### src/rtl/bei_pkg.sv
package bei_pkg;
  localparam int NUM_EVT   = 10;
  localparam int NUM_LINES = 3;
  localparam int REG_W     = 32;

  // enable bit position of event n
  function automatic int en_pos(input int n);
    return (n < 2) ? n + 8 : n + 22;
  endfunction

  // pending bit sits eight below its enable bit
  function automatic int st_pos(input int n);
    return en_pos(n) - 8;
  endfunction

  // interrupt line an event drives: 0 fault, 1 completion, 2 half
  function automatic int line_of(input int n);
    if (n == 1) return 0;
    if (n == 0) return 1;
    return (n % 2 == 0) ? 1 : 2;
  endfunction

  // mask of all defined register bits
  function automatic logic [REG_W-1:0] def_mask(input int nevt);
    logic [REG_W-1:0] m;
    m = '0;
    for (int n = 0; n < nevt; n++) begin
      m[st_pos(n)] = 1'b1;
      m[en_pos(n)] = 1'b1;
    end
    return m;
  endfunction
endpackage

### src/rtl/bei_flag_bank.sv
module bei_flag_bank
  import bei_pkg::*;
#(
  parameter int N_EVT = NUM_EVT,
  parameter int W     = REG_W
) (
  input  logic             clk,
  input  logic             rst_n,
  input  logic [N_EVT-1:0] evt_i,
  input  logic             we_i,
  input  logic [W-1:0]     wdata_i,
  output logic [N_EVT-1:0] stat_q,
  output logic [N_EVT-1:0] en_q
);
  logic [N_EVT-1:0] stat_d;
  logic [N_EVT-1:0] en_d;

  for (genvar g = 0; g < N_EVT; g++) begin : g_evt
    localparam int SP = st_pos(g);
    localparam int EP = en_pos(g);

    // next state: set has priority over a clearing write
    always_comb begin
      stat_d[g] = stat_q[g];
      en_d[g]   = en_q[g];
      if (evt_i[g]) begin
        stat_d[g] = 1'b1;
      end else if (we_i && !wdata_i[SP]) begin
        stat_d[g] = 1'b0;
      end
      if (we_i) begin
        en_d[g] = wdata_i[EP];
      end
    end

    always_ff @(posedge clk or negedge rst_n) begin
      if (!rst_n) begin
        stat_q[g] <= 1'b0;
        en_q[g]   <= 1'b0;
      end else begin
        stat_q[g] <= stat_d[g];
        en_q[g]   <= en_d[g];
      end
    end


    set_wins_chk: assert property (@(posedge clk) disable iff (!rst_n)
      evt_i[g] |=> stat_q[g]);


    zero_clears_chk: assert property (@(posedge clk) disable iff (!rst_n)
      (we_i && !wdata_i[SP] && !evt_i[g]) |=> !stat_q[g]);


    one_keeps_chk: assert property (@(posedge clk) disable iff (!rst_n)
      (we_i && wdata_i[SP] && !evt_i[g]) |=> $stable(stat_q[g]));


    en_store_chk: assert property (@(posedge clk) disable iff (!rst_n)
      we_i |=> (en_q[g] == $past(wdata_i[EP])));
  end
endmodule

### src/rtl/bei_line_merge.sv
module bei_line_merge
  import bei_pkg::*;
#(
  parameter int N_EVT  = NUM_EVT,
  parameter int N_LINE = NUM_LINES
) (
  input  logic              clk,
  input  logic              rst_n,
  input  logic [N_EVT-1:0]  stat_i,
  input  logic [N_EVT-1:0]  en_i,
  output logic [N_LINE-1:0] irq_q
);
  logic [N_EVT-1:0]  live;
  logic [N_LINE-1:0] irq_d;

  assign live = stat_i & en_i;

  for (genvar l = 0; l < N_LINE; l++) begin : g_line
    always_comb begin
      irq_d[l] = 1'b0;
      for (int n = 0; n < N_EVT; n++) begin
        if (line_of(n) == l) irq_d[l] = irq_d[l] | live[n];
      end
    end
  end

  always_ff @(posedge clk or negedge rst_n) begin
    if (!rst_n) irq_q <= '0;
    else        irq_q <= irq_d;
  end


  fault_line_chk: assert property (@(posedge clk) disable iff (!rst_n)
    1'b1 |=> (irq_q[0] == $past(stat_i[1] && en_i[1])));


  half_line_chk: assert property (@(posedge clk) disable iff (!rst_n)
    1'b1 |=> (irq_q[2] == $past(|(stat_i & en_i & 10'b10_1010_1000))));


  done_line_chk: assert property (@(posedge clk) disable iff (!rst_n)
    1'b1 |=> (irq_q[1] == $past(|(stat_i & en_i & 10'b01_0101_0101))));
endmodule

### src/rtl/bei_top.sv
module bei_top
  import bei_pkg::*;
#(
  parameter int N_EVT  = NUM_EVT,
  parameter int N_LINE = NUM_LINES,
  parameter int W      = REG_W
) (
  input  logic             clk,
  input  logic             rst_n,
  input  logic [N_EVT-1:0] evt_i,
  input  logic             reg_we,
  input  logic [W-1:0]     reg_wdata,
  output logic [W-1:0]     reg_rdata,
  output logic [N_LINE-1:0] irq_o
);
  localparam logic [W-1:0] DEF_MASK = def_mask(N_EVT);

  logic [N_EVT-1:0] stat_q;
  logic [N_EVT-1:0] en_q;
  logic             unused_wbits;

  assign unused_wbits = ^(reg_wdata & ~DEF_MASK);

  bei_flag_bank #(.N_EVT(N_EVT), .W(W)) u_flags (
    .clk     (clk),
    .rst_n   (rst_n),
    .evt_i   (evt_i),
    .we_i    (reg_we),
    .wdata_i (reg_wdata),
    .stat_q  (stat_q),
    .en_q    (en_q)
  );

  bei_line_merge #(.N_EVT(N_EVT), .N_LINE(N_LINE)) u_merge (
    .clk    (clk),
    .rst_n  (rst_n),
    .stat_i (stat_q),
    .en_i   (en_q),
    .irq_q  (irq_o)
  );

  // read path: pack flags into their fixed positions
  always_comb begin
    reg_rdata = '0;
    for (int n = 0; n < N_EVT; n++) begin
      reg_rdata[st_pos(n)] = stat_q[n];
      reg_rdata[en_pos(n)] = en_q[n];
    end
  end


  evt_visible_chk: assert property (@(posedge clk) disable iff (!rst_n)
    evt_i[1] |=> reg_rdata[1]);
endmodule

### config.mk
export PLATFORM = sky130hd
export DESIGN_NAME = bei_top
export DESIGN_NICKNAME = d
export VERILOG_FILES = /design/src/rtl/bei_pkg.sv /design/src/rtl/bei_flag_bank.sv /design/src/rtl/bei_line_merge.sv /design/src/rtl/bei_top.sv
export SDC_FILE = /design/constraint.sdc
export NUM_CORES = 1
export LEC_CHECK = 0
export CORE_AREA = 2 2 58 60
export CTS_CLUSTER_SIZE = 25
export DETAILED_ROUTE_END_ITERATION = 10
export DIE_AREA = 0 0 60 62
export PLACE_DENSITY_LB_ADDON = 0.12
export SLEW_MARGIN = 20
export SYNTH_ARGS = -nofsm -noshare
export SYNTH_HDL_FRONTEND = slang
export SYNTH_SLANG_ARGS = --single-unit
### constraint.sdc
create_clock -name clk -period 1.7 [get_ports clk]
set_clock_uncertainty 0.05 [all_clocks]
set_input_delay 0.34 -clock clk [delete_from_list [all_inputs] [get_ports clk]]
set_output_delay 0.34 -clock clk [all_outputs]
set_load 0.1 [all_outputs]
* Word level (Yosys, flattened, before mapping)
Index checks and enable logic that the tools add are counted. Widths: inputs -> output; s select.
Word-level totals: output and inout bits 35, ROM bits 0, bits in writable memories 0, bits in registers 23, memories 0, word-level logic and storage cells 79, bits of input ports 45, latch bits 0
Operators by class: equal/unequal tests 0, $lt $le $gt $ge 0, bitwise gates (word level) 8, multiplexer cells 20, shift operators 0, $add $sub $neg 0, multipliers 0, reduce and logical (&&, ||, !) cells 30, div/mod/pow operators 0
Operator list (number):
- $mux 1 | 20
- $reduce_bool 2->1 | 10
- $and 10x10->10 | 1
- $logic_and 1x1->1 | 10
- $logic_not 1->1 | 10
- $or 1x1->1 | 7

* Logic depth before layout (Yosys ltp)
depth in word-level cells 5, gate-level depth with buffers 3, gate-level depth less buffers 2

* Hierarchy
A second synthesis with hierarchy kept.
Second synthesis, totals: cells, all modules 75, area, all modules 1022.2 um^2
Modules (own cells, without submodules):
- bei_flag_bank | sequential area each 500.5 um^2, instances 1, cells each 52, area each 807.0 um^2
- bei_line_merge | sequential area each 75.1 um^2, instances 1, cells each 10, area each 121.4 um^2
- bei_top | sequential area each 0.0 um^2, instances 1, cells each 13, area each 93.8 um^2

* Worst setup path before layout
No wires, ideal clock.
path kind reg-to-reg, start reg u_flags.stat_q[0], end reg u_merge.irq_q[1], setup slack 0.273 ns, period minus slack after synthesis 1.427 ns, data required time 1.517 ns, path buffers 0, data arrival time 1.244 ns, cell stages (with the launch flop) 3, setup time 0.133 ns, path through dfrtp_1 -> a222oi_1 -> nand2_1
On the way: word-level cells in the longest chain between the ends 5
Ends and longest elaborated chain:
- start, declared | RTL line bei_flag_bank.sv:12 | output logic [N_EVT-1:0] stat_q,
- start signal, assigned by index | RTL line bei_flag_bank.sv:41 | stat_q[g] <= stat_d[g];
- $and 10x10->10 | RTL line bei_line_merge.sv:16 | assign live = stat_i & en_i;
- $or 1x1->1 (4 in a row) | RTL line bei_line_merge.sv:22 | if (line_of(n) == l) irq_d[l] = irq_d[l] | live[n];
- named net u_merge.irq_d[1] | RTL line bei_line_merge.sv:14 | logic [N_LINE-1:0] irq_d;
- end signal, assigned | RTL line bei_line_merge.sv:29 | else irq_q <= irq_d;
- end, declared | RTL line bei_line_merge.sv:11 | output logic [N_LINE-1:0] irq_q
The timed path passes the listed nets, and every way through them passes these cells. A chain may end at the register's enable or synchronous reset.

* Final worst setup path
start reg u_flags.en_q[9], end out reg_rdata[31]
RTL lines:
- start, declared | RTL line bei_flag_bank.sv:13 | output logic [N_EVT-1:0] en_q
- start signal, assigned by index | RTL line bei_flag_bank.sv:42 | en_q[g] <= en_d[g];
- end, declared | RTL line bei_top.sv:13 | output logic [W-1:0] reg_rdata,
No word-level cell between the ends.

==> flow_metrics.tcl <==
set metrics [dict create \
    outcome "finished, final reports clean" \
    worstSetupStartpointType "flop" \
    path_max_fanout 3 \
    max-vdd-ir-drop_v 0.000479 \
    synth-seq-cells 23 \
    power.switching_w 0.000750 \
    worstSetupPathType "flop to output port" \
    crit_path_cell_trace "buf_12" \
    antennaDiodeCount 0 \
    grtUsageTotal_pct 12.3 \
    vias_per_cell 4.12 \
    initial_utilization_pct 32.2 \
    period_share_pct 79.3 \
    globalplace.congestion 0.692 \
    fin_crit_ps 1350 \
    drive_gt1_share_pct 28.6 \
    grt_pass1_wl_um 3310 \
    cts-root-buf "clkbuf_4" \
    final_cell_mix "32 x clkdlybuf4s50_1, 24 x buf_12, 23 x dfrtp_1" \
    drc 0 \
    grt_pass1_vias 709 \
    hold_violations 0 \
    cts_buffer_depth 2 \
    antenna_found_initial 0 \
    crit_buf_inv 1 \
    placed_area_um2 1820 \
    maxCapViolations 0 \
    die_h_um 62 \
    cts_setup_buffers 0 \
    max_stage_delay_ps 460 \
    netlist_area_um2 1020 \
    rsz0062_at_grt "no" \
    end_kind "output port" \
    final_common_cell "clkdlybuf4s50_1" \
    final_area_um2 1850 \
    synth_cells 75 \
    ant_nets 0 \
    path_delay_family "flip-flops" \
    p_seq_share_pct 37.6 \
    power_density_nw_per_um2 942 \
    ys_types 12 \
    ys_seq_area_share_pct 56.3 \
    dp_hpwl_um 1670 \
    p_leak_nw 0.828 \
    insertion_delay_ps 300 \
    holdWs_ps 329 \
    path_clk_slew_ps 130 \
    cts_hold_buffers 0 \
    p_comb_share_pct 48.1 \
    synthToLayoutAreaGrowth_pct 80.7 \
    chipWidth_um 60 \
    grt_max_degree 24 \
    drt-initial-drc-count 26 \
    yosys-top-cells-area "dfrtp_1 56%, mux2_4 15%, buf_4 8.8%" \
    ios 80 \
    worstPathArrival_ps 960 \
    synth_top_area_cell "dfrtp_1" \
    syn_area_per_cell_um2 13.6 \
    cts_inserted_buffers 3 \
    htreeDepth 1 \
    yosys_warnings 0 \
    yosysTopAreaCellShare_pct 56.3 \
    ctsResizeCount 0 \
    required_ps 1310 \
    fp.dieArea_um2 3720 \
    vias 737 \
    setup_tns_ps 0 \
    coreArea_um2 3180 \
    wl_um 2100 \
    drt-wirelength-per-cell_um 11.7 \
    finalMaxSlewViolations 0 \
    p_int_w 0.000989 \
    cp_slowest_cell "dfrtp_1" \
    power.total_w 0.00174 \
    clkPwrFrac_pct 14.3 \
    port-buffer-count 55 \
    cts_tree "done" \
    p_sw_share_pct 43.1 \
    nNetsFinal 179 \
    grt_remaining_overflow 0 \
    setup_violations 0 \
    clock_sinks 23 \
    rows 21 \
    hp-class "primary input to async pin" \
    dr.pass1.iters 4 \
    fmax_ghz 0.742 \
]
==> power groups by stage <==
stage	clock network, W	logic (W)	registers, W
3_3_place_gp	0	0.000838	0.000664
5_1_grt	0.000296	0.000864	0.000661
4_1_cts	0.000263	0.000844	0.000654
3_5_place_dp	0	0.000843	0.000664
2_1_floorplan	0	0.000219	0.000977
6_report	0.000249	0.000837	0.000654
==> worst reg2reg max path: stages (launching register included) <==
cell and delay [ps]:
dfrtp_1 440, a222oi_1 390, nand2_1 80
==> per-stage QoR <==
stage	instances	setup slack [ps]	util, %
6_report	179	352	58.1
5_1_grt	179	294	58.1
2_1_floorplan	86	273	-
4_1_cts	179	337	58.1
3_3_place_gp	175	177	57.3
3_5_place_dp	175	166	57.3
==> cells by family (layout without fill, tap and decap cells) <==
logic type,after synthesis,after routing,synth area share [%]
AO/OA/AOI/OAI,14,14,10.5
buffers and inverters,14,61,10.6
flip-flops,23,23,56.3
multiplexers,10,10,14.7
other,1,12,0.367
AND/OR/NAND/NOR,13,13,7.47
==> final timing paths <==
path / startpoint / to / slack [ps] / depth (start not counted)
setup / recovery: u_flags.en_q[9] / reg_rdata[31] / 350 / 1
hold / removal: rst_n / u_flags.stat_q[8] / 330 / 2
setup reg to reg: u_flags.stat_q[0] / u_merge.irq_q[1] / 620 / 2
hold reg to reg: u_flags.stat_q[7] / u_flags.stat_q[7] / 530 / 1
max in group asynchronous: rst_n / u_flags.en_q[7] / 1050 / 2
min in group clk: u_flags.stat_q[7] / u_flags.stat_q[7] / 530 / 1
==> metal layers <==
metal	wire length [um]	global-route usage [%]	up-vias
met3	231	3.93	2
met5	0	0	-
met2	1000	19.1	41
met4	19	5.71	0
met1	848	15.6	349
li1	-	-	345
==> synthesized netlist by cell type <==
cell type and instances:
dfrtp_1 23, buf_4 12, a21o_1 10, mux2_4 10, nand2b_1 10, a22oi_1 3
nand2_1 2, a222oi_1 1, and2_1 1, buf_6 1, clkbuf_4 1, conb_1 1
==> sequential cells by signal, summed over array words and instances (netlist names) <==
signal          count
u_flags.stat_q     10
u_merge.irq_q       3
u_flags.en_q       10
==> cell type report <==
class | count | area (um^2)
clock buffer | 4 | 26.3
fill | 283 | 1330
multi-input combinational | 49 | 379
sequential | 23 | 576
tap | 46 | 57.6
timing repair buffer | 57 | 808
No activity file was read; power rests on OpenSTA's default activity.
